## src/rtl/regbank_pkg.sv

```systemverilog
package regbank_pkg;
  localparam int unsigned REG_ADDR_W = 7;
  localparam int unsigned REG_DATA_W = 32;
  localparam int unsigned STS_BITS   = 2;
  localparam int unsigned STS_OVF    = 0;
  localparam int unsigned STS_ZC     = 1;
endpackage

```

## src/rtl/regbank_wr_ctrl.sv

```systemverilog
module regbank_wr_ctrl #(
  parameter int unsigned ADDR_W = 7,
  parameter logic [(1<<ADDR_W)-1:0] IMPL_MASK = '1,
  parameter logic [(1<<ADDR_W)-1:0] WR_MASK   = '1
) (
  input  logic              clk,
  input  logic              rst,
  input  logic              req,
  input  logic [ADDR_W-1:0] addr,
  output logic              we,
  output logic              ack,
  output logic              ok
);
  localparam logic [(1<<ADDR_W)-1:0] ALLOWED = IMPL_MASK & WR_MASK;

  logic start;
  logic permitted;

  always_comb begin
    start     = req && !ack;
    permitted = ALLOWED[addr];
    we        = start && permitted;
  end

  always_ff @(posedge clk) begin
    if (rst) begin
      ack <= 1'b0;
      ok  <= 1'b0;
    end else if (!req) begin
      ack <= 1'b0;
      ok  <= 1'b0;
    end else if (start) begin
      ack <= 1'b1;
      ok  <= permitted;
    end
  end
endmodule

```

## src/rtl/regbank_ram.sv

```systemverilog
module regbank_ram #(
  parameter int unsigned ADDR_W = 7,
  parameter int unsigned DATA_W = 32,
  parameter int unsigned NRD    = 2
) (
  input  logic                        clk,
  input  logic                        rst,
  input  logic                        we,
  input  logic [ADDR_W-1:0]           waddr,
  input  logic [DATA_W-1:0]           wdata,
  input  logic [NRD-1:0][ADDR_W-1:0]  raddr,
  output logic [NRD-1:0][DATA_W-1:0]  rdata,
  output logic [NRD-1:0]              rvld
);
  localparam int unsigned DEPTH = 1 << ADDR_W;

  // Array without reset so it maps onto block RAM; the written flags
  // carry the reset state of the bank.
  logic [DATA_W-1:0] mem [DEPTH];
  logic [DEPTH-1:0]  written;

  always_ff @(posedge clk) begin
    if (we) mem[waddr] <= wdata;
  end

  always_ff @(posedge clk) begin
    if (rst)     written        <= '0;
    else if (we) written[waddr] <= 1'b1;
  end

  for (genvar p = 0; p < NRD; p++) begin : g_rd
    always_ff @(posedge clk) begin
      rdata[p] <= mem[raddr[p]];
    end
    always_ff @(posedge clk) begin
      if (rst) rvld[p] <= 1'b0;
      else     rvld[p] <= written[raddr[p]];
    end
  end
endmodule

```

## src/rtl/regbank_rd_gate.sv

```systemverilog
module regbank_rd_gate #(
  parameter int unsigned ADDR_W = 7,
  parameter int unsigned DATA_W = 32,
  parameter logic [(1<<ADDR_W)-1:0] IMPL_MASK = '1
) (
  input  logic              clk,
  input  logic              rst,
  input  logic [ADDR_W-1:0] addr_in,
  input  logic [DATA_W-1:0] ram_q,
  input  logic              ram_vld,
  output logic [ADDR_W-1:0] addr_out,
  output logic              abort,
  output logic [DATA_W-1:0] data
);
  logic [ADDR_W-1:0] addr_s1;
  logic              impl_s1;

  always_ff @(posedge clk) begin
    if (rst) begin
      addr_s1 <= '0;
      impl_s1 <= 1'b1;
    end else begin
      addr_s1 <= addr_in;
      impl_s1 <= IMPL_MASK[addr_in];
    end
  end

  always_ff @(posedge clk) begin
    if (rst) begin
      addr_out <= '0;
      abort    <= 1'b0;
      data     <= '0;
    end else begin
      addr_out <= addr_s1;
      abort    <= !impl_s1;
      data     <= (impl_s1 && ram_vld) ? ram_q : '0;
    end
  end
endmodule

```

## src/rtl/regbank_sticky.sv

```systemverilog
module regbank_sticky #(
  parameter int unsigned N = 2
) (
  input  logic         clk,
  input  logic         rst,
  input  logic [N-1:0] evt,
  input  logic         clr,
  output logic [N-1:0] flag
);
  for (genvar i = 0; i < N; i++) begin : g_bit
    always_ff @(posedge clk) begin
      if (rst)         flag[i] <= 1'b0;
      else if (evt[i]) flag[i] <= 1'b1;
      else if (clr)    flag[i] <= 1'b0;
    end
  end
endmodule

```

## src/rtl/regbank_port.sv

```systemverilog
module regbank_port
  import regbank_pkg::*;
#(
  parameter int unsigned ADDR_W = REG_ADDR_W,
  parameter int unsigned DATA_W = REG_DATA_W,
  parameter logic [(1<<ADDR_W)-1:0] IMPL_MASK = 128'h0000_0000_FFFF_FFFF_FFFF_FFFF_FFFF_FFFF,
  parameter logic [(1<<ADDR_W)-1:0] WR_MASK   = 128'h0000_0000_FFFF_FFFF_FFFF_FFFF_FF00_FFFF,
  parameter int unsigned AUX_ADDR = 5
) (
  input  logic              clk,
  input  logic              rst,
  input  logic              wr_req,
  input  logic [ADDR_W-1:0] wr_addr,
  input  logic [DATA_W-1:0] wr_data,
  input  logic [ADDR_W-1:0] rd_addr,
  input  logic              cnt_ovf_evt,
  input  logic              cnt_zc_evt,
  input  logic              sts_clear,
  output logic              wr_ack,
  output logic              wr_ok,
  output logic [ADDR_W-1:0] rd_addr_echo,
  output logic              rd_abort,
  output logic [DATA_W-1:0] rd_data,
  output logic [DATA_W-1:0] aux_data,
  output logic              sts_ovf,
  output logic              sts_zc
);
  localparam int unsigned NRD    = 2;
  localparam int unsigned P_MAIN = 0;
  localparam int unsigned P_AUX  = 1;
  localparam logic [ADDR_W-1:0] AUX_A = ADDR_W'(AUX_ADDR);

  logic                       we;
  logic [NRD-1:0][ADDR_W-1:0] raddr;
  logic [NRD-1:0][DATA_W-1:0] rq;
  logic [NRD-1:0]             rv;
  logic [STS_BITS-1:0]        evt;
  logic [STS_BITS-1:0]        flag;

  regbank_wr_ctrl #(
    .ADDR_W(ADDR_W), .IMPL_MASK(IMPL_MASK), .WR_MASK(WR_MASK)
  ) u_wr (
    .clk(clk), .rst(rst), .req(wr_req), .addr(wr_addr),
    .we(we), .ack(wr_ack), .ok(wr_ok)
  );

  always_comb begin
    raddr[P_MAIN] = rd_addr;
    raddr[P_AUX]  = AUX_A;
  end

  regbank_ram #(
    .ADDR_W(ADDR_W), .DATA_W(DATA_W), .NRD(NRD)
  ) u_ram (
    .clk(clk), .rst(rst), .we(we), .waddr(wr_addr), .wdata(wr_data),
    .raddr(raddr), .rdata(rq), .rvld(rv)
  );

  regbank_rd_gate #(
    .ADDR_W(ADDR_W), .DATA_W(DATA_W), .IMPL_MASK(IMPL_MASK)
  ) u_rd (
    .clk(clk), .rst(rst), .addr_in(rd_addr), .ram_q(rq[P_MAIN]),
    .ram_vld(rv[P_MAIN]), .addr_out(rd_addr_echo), .abort(rd_abort),
    .data(rd_data)
  );

  always_ff @(posedge clk) begin
    if (rst) aux_data <= '0;
    else     aux_data <= (IMPL_MASK[AUX_A] && rv[P_AUX]) ? rq[P_AUX] : '0;
  end

  always_comb begin
    evt[STS_OVF] = cnt_ovf_evt;
    evt[STS_ZC]  = cnt_zc_evt;
    sts_ovf      = flag[STS_OVF];
    sts_zc       = flag[STS_ZC];
  end

  regbank_sticky #(.N(STS_BITS)) u_sts (
    .clk(clk), .rst(rst), .evt(evt), .clr(sts_clear), .flag(flag)
  );
endmodule

```

## config.mk

```make
export PLATFORM = sky130hd
export DESIGN_NAME = regbank_port
export DESIGN_NICKNAME = d
export VERILOG_FILES = /design/src/rtl/regbank_pkg.sv /design/src/rtl/regbank_wr_ctrl.sv /design/src/rtl/regbank_ram.sv /design/src/rtl/regbank_rd_gate.sv /design/src/rtl/regbank_sticky.sv /design/src/rtl/regbank_port.sv
export SDC_FILE = /design/constraint.sdc
export NUM_CORES = 2
export LEC_CHECK = 0
export BUFFER_PORTS_ARGS = -buffer_cell sky130_fd_sc_hd__buf_4
export CAP_MARGIN = 5
export CORE_MARGIN = 3
export CORE_UTILIZATION = 25
export CTS_BUF_LIST = sky130_fd_sc_hd__clkbuf_16
export CTS_CLUSTER_SIZE = 25
export DETAILED_ROUTE_END_ITERATION = 10
export REMOVE_ABC_BUFFERS = 1
export SETUP_SLACK_MARGIN = 0.05
export SYNTH_ARGS = -nofsm -noshare
export SYNTH_HDL_FRONTEND = slang
export SYNTH_SLANG_ARGS = --single-unit
```

## constraint.sdc

```tcl
create_clock -name clk -period 5.1 [get_ports clk]
set_input_delay 0.255 -clock clk [delete_from_list [all_inputs] [get_ports clk]]
set_output_delay 0.255 -clock clk [all_outputs]
set_load 0.01 [all_outputs]
```

======== Word-level counts from Yosys, hierarchy flattened ========
Memories as Yosys holds them, arrays and structs flattened. A register that Yosys moved wholly into a read port is not among the register bits.
Index checks and enable logic that the tools add are counted.
word-level totals
  memories kept ........................... 3
  word-level logic and storage cells ...... 43
  register bits ........................... 213
  ROM bits ................................ 256
  bits in writable memories ............... 4096
operators by class
  reduce and logical (&&, ||, !) cells .... 11
  $lt $le $gt $ge ......................... 3
  bitwise operators ....................... 4
  muxes and demuxes ....................... 10
memories
  name             words  bits a word  rd ports  clocked after memory_dff  wr ports  RTL line               text
  u_ram.mem        128    32           2         2                         1         regbank_ram.sv:19      logic [DATA_W-1:0] mem [DEPTH];
  (no name shown)  128    1            1         0                         0         regbank_wr_ctrl.sv:21  permitted = ALLOWED[addr];
  (no name shown)  128    1            1         1                         0         regbank_rd_gate.sv:24  impl_s1 <= IMPL_MASK[addr_in];
operators with widths
  operator              number
  $or A128 B128 Y128    1
  $lt A7 B8 Y1 const B  2
  $mux W1               8
  $bmux W1 S7           1
  $demux W1 S7          1
  $ge A7 B1 Y1 const B  1
  $reduce_or A2 Y1      3
  $logic_and A1 B1 Y1   4
  $reduce_bool A2 Y1    2
  $not A1 Y1            3
  $logic_not A1 Y1      2

======== Longest topological paths before layout ========
  word-level depth ........................ 5
  gate-level depth with buffers ........... 11
  depth with buffers taken out ............ 6

======== Cells and area by module ========
A second synthesis with hierarchy kept.
unflattened totals
  cell total of the unflattened synthesis .. 10384
  area total of the unflattened synthesis .. 198412.8 um^2
modules (own cells, without submodules)
  module           area each (um^2)  cells an instance  sequential area each (um^2)  times used
  regbank_ram      195797.8          10189              126881.7                     1
  regbank_rd_gate  1447.6            107                960.9                        1
  regbank_port     1006.0            72                 640.6                        1
  regbank_wr_ctrl  91.3              8                  40.0                         1
  regbank_sticky   70.1              8                  40.0                         1

======== Worst setup path before layout ========
OpenSTA, ideal clock, no wires.
  path kind ............................... register to register
  start point ............................. reg u_wr.ack
  end point ............................... mem u_ram.mem[24][0], enable pin
  path buffers ............................ 1
  clock period less this slack ............ 2.901 ns
  library setup time ...................... 0.423 ns
  path slack .............................. 2.199 ns
  stages on the path, launching flop included .. 4
  data arrival time ....................... 2.478 ns
  cell sequence ........................... dfxtp_1 or4_1 clkbuf_1 nor2_1
on the way
  longest elaborated chain between the ends .. 5
RTL lines
  element                        RTL line               text
  start, declared                regbank_wr_ctrl.sv:11  output logic ack,
  start signal, assigned         regbank_wr_ctrl.sv:27  ack <= 1'b0;
  start signal, assigned         regbank_wr_ctrl.sv:30  ack <= 1'b0;
  start signal, assigned         regbank_wr_ctrl.sv:33  ack <= 1'b1;
  $logic_not A1 Y1               regbank_wr_ctrl.sv:20  start = req && !ack;
  $logic_and A1 B1 Y1            regbank_wr_ctrl.sv:20
  $logic_and A1 B1 Y1            regbank_wr_ctrl.sv:22  we = start && permitted;
  $mux W1                        regbank_ram.sv:23      if (we) mem[waddr] <= wdata;
  $mux W1 (not written as such)  regbank_ram.sv:23
  end, declared                  regbank_ram.sv:19
Every way passes these cells.

======== Worst setup path in the final report ========
  start point ............................. reg u_wr.ack
  end point ............................... mem u_ram.mem[67][24], enable pin
The elaborated chain is that of the path after synthesis.

==> flow_metrics.py <==
metrics = {
    "timing": {
        "period_needed_ns": 3.864,
        "hold_viol_final": 0,
        "report.final.slew_viol_count": 0,
        "tightest_slew_ns": 1.378,
        "holdWs_ns": 0.07867,
        "relSlewSlack_pct": 7.678,
        "setup-violations-final": 0,
        "tns_ns": 0,
        "max_clock_freq_ghz": 0.2588,
        "setup_slack_ns": 1.236,
        "finClkSkew_ns": 0.08837,
        "rsz0062_at_grt": "no",
        "min_period_over_period_pct": 75.76,
    },
    "die": {
        "die-area_um2": 672500,
        "rows": 298,
        "io_pins": 128,
        "dieHeight_um": 820.1,
        "initial_core_util_pct": 25.12,
        "die_x_um": 820.1,
        "coreArea_um2": 659600,
    },
    "placed_design": {
        "port_buffers": 127,
        "place_ws_ns": 0.9528,
        "hpwl_um": 274900,
        "dpl.cell_count": 17994,
        "place_congestion": 0.8227,
    },
    "synthesis": {
        "ys_seq_elements": 4374,
        "synthDistinctLibCells": 53,
        "seq_area_frac_synth_pct": 77.60,
        "avgSynthCellArea_um2": 20.62,
        "synth_top_area_share_pct": 74.24,
        "yosys-top-cells-area": "edfxtp_1 (74%), mux4_2 (9.0%), mux2i_1 (5.7%), dfxtp_1 (3.4%), a22oi_1 (2.2%)",
        "syn_inst": 8034,
        "ys_warn_count": 0,
        "syn_area_um2": 165700,
        "synth_area_leader_cell": "edfxtp_1",
    },
    "grt": {
        "grt_overflow": 0,
        "grt_pass1_vias": 82956,
        "antenna_found_initial": 42,
        "grt_usage_pct": 12.59,
        "grt_max_degree": 100,
        "grt_pass1_wl_um": 619900,
    },
    "clocking": {
        "clock_latency_ns": 1.03,
        "cts.htree.levels": 5,
        "cts_buffer_depth": 4,
        "hold_buffers": 53,
        "cts_buffers": 421,
        "cts_setup_buffers": 0,
        "cts-resized-gates": 0,
        "cts_sinks": 4374,
        "cts_tree": "yes",
        "clockRootBuffer": "clkbuf_16",
        "path_clk_slew_ns": 0.06,
    },
    "routing": {
        "dr.pass1.iters": 6,
        "vias": 83614,
        "wirelength_um": 437900,
        "wl_per_cell_um": 23.24,
        "detail-route-antenna-nets": 0,
        "drc": 0,
        "drt-initial-drc-count": 9246,
        "viasPerCell": 4.438,
    },
    "hold_path": {
        "hold_path.class": "in -> reg",
        "whs_path_depth": 3,
    },
    "power_and_ir_drop": {
        "p_switching_mw": 16.92,
        "p_per_area_nw_per_um2": 382.8,
        "vdd_drop_max_mv": 0.3540,
        "clockPowerShare_pct": 40.9,
        "swShare_pct": 22.36,
        "p_comb_share_pct": 5.4,
        "internal_power_mw": 58.75,
        "p_leak_nw": 66.80,
        "p_seq_share_pct": 53.6,
    },
    "run": {
        "maxCapViolations": 0,
    },
    "final_layout": {
        "layout_common_cells": "edfxtp_1 (4096), conb_1 (1280), mux2i_1 (947)",
        "final_common_cell": "edfxtp_1",
        "area_growth_pct": 19.31,
        "nNetsFinal": 9826,
        "drive_gt1_share_pct": 18.04,
        "fin_cells": 18841,
    },
    "critical_path": {
        "cp-end-kind": "flip-flop",
        "cp.required_ns": 5.74,
        "cp_cell_sequence": "nor3_2 > nand2_1 > nor2_4 > buf_4",
        "path_class": "reg -> reg",
        "worstPathArrival_ns": 4.50,
        "cp-start-kind": "flip-flop",
        "slowest_stage": "nor3_2",
        "critPathMaxStageDelay_ns": 0.95,
        "r2r_cells": 4,
        "worstPathMaxFanout": 19,
    },
    "run_status": {
        "status": "complete, no violations",
    },
}
layer usage:
layer / track usage, % / share of wire [%] / wire length [um]
met4: 2.909 / 2.3 / 10160
met5: 0.1923 / 0.063 / 276
met2: 20.09 / 47 / 204700
met1: 17.32 / 42 / 184400
met3: 3.080 / 8.8 / 38350
cell families (layout without fill, tap and decap cells):
family / count (synthesis) / after routing / synth area share (%)
and+or+nand+nor: 670 / 670 / 1.945
AOI/OAI and AO/OA: 908 / 908 / 4.012
DFF: 4374 / 4374 / 77.60
other: 1 / 1288 / 0.002263
muxes: 1613 / 1613 / 14.77
buffers and inverters: 468 / 1288 / 1.677
flip-flops by register name, summed over array words and instances (netlist names):
register       count
u_ram.written    128
u_ram.rvld         2
u_sts.flag         2
u_rd.data         32
u_rd.abort         1
aux_data          32
u_rd.addr_s1       7
u_wr.ack           1
u_ram.mem       4096
u_ram.rdata       64
u_rd.addr_out      7
u_rd.impl_s1       1
u_wr.ok            1
worst paths after layout:
path | endpoint | slack, ns | from
setup / recovery | u_ram.mem[67][24] | 1.24 | u_wr.ack
hold / removal | u_rd.addr_s1[3] | 0.08 | rd_addr[3]
setup reg to reg | u_ram.mem[67][24] | 1.24 | u_wr.ack
hold reg to reg | u_ram.rdata[33] | 0.37 | u_ram.mem[5][1]
per-stage QoR:
stage	area (um2)	power, mW	util (%)
after CTS	197600	76.36	29.96
after global placement	183300	45.36	27.79
after detailed placement	183400	45.43	27.80
after floorplan	167700	42.97	-
final	197700	75.66	29.97
after global routing	197700	78.09	29.97
power groups by stage:
stage / Sequential (mW) / Combinational, mW / Clock [mW]
after floorplan: 41.2 / 1.80 / 0
after global placement: 41.3 / 4.04 / 0
after detailed placement: 41.4 / 4.07 / 0
after CTS: 40.6 / 4.12 / 31.7
after global routing: 40.7 / 4.41 / 33.0
final: 40.6 / 4.12 / 31.0
Yosys cell counts (all sizes together):
library cell / instances
or3b: 1
nor3: 93
buf: 306
o22ai: 3
a22oi: 484
nand2b: 4
clkbuf: 156
nor2b: 59
nor2: 119
nand4: 32
nor3b: 1
a221oi: 66
o211ai: 1
mux2i: 947
a21boi: 31
mux4: 665
and2: 68
or3: 1
a211oi: 2
nand3: 106
nor4b: 1
nor4: 4
and3: 1
nand3b: 3
nand2: 176
o21ai: 32
mux2: 1
a2111oi: 5
a32oi: 32
inv: 5
a31oi: 128
dfxtp: 278
conb: 1
a41oi: 1
clkinv: 1
o21a: 80
a22o: 4
a21oi: 39
edfxtp: 4096
or4: 1
cell type report:
cell class | count | area [um2]
Clock inverter | 355 | 3005
Antenna cell | 8 | 20.02
Inverter | 6 | 27.53
Sequential cell | 4374 | 128600
Multi-Input combinational cell | 4471 | 39920
Clock buffer | 427 | 10690
Fill cell | 64092 | 461900
Timing Repair Buffer | 500 | 4557
Tap cell | 8700 | 10890
critical path, delay by kind of cell (launching register included):
| family | cells | cell delay (ns) |
|---|---|---|
| flops | 1 | 0.39 |
| buf+inv | 1 | 0.45 |
| simple gates | 3 | 2.59 |
Note: power is estimated with default switching activity, not from simulation.
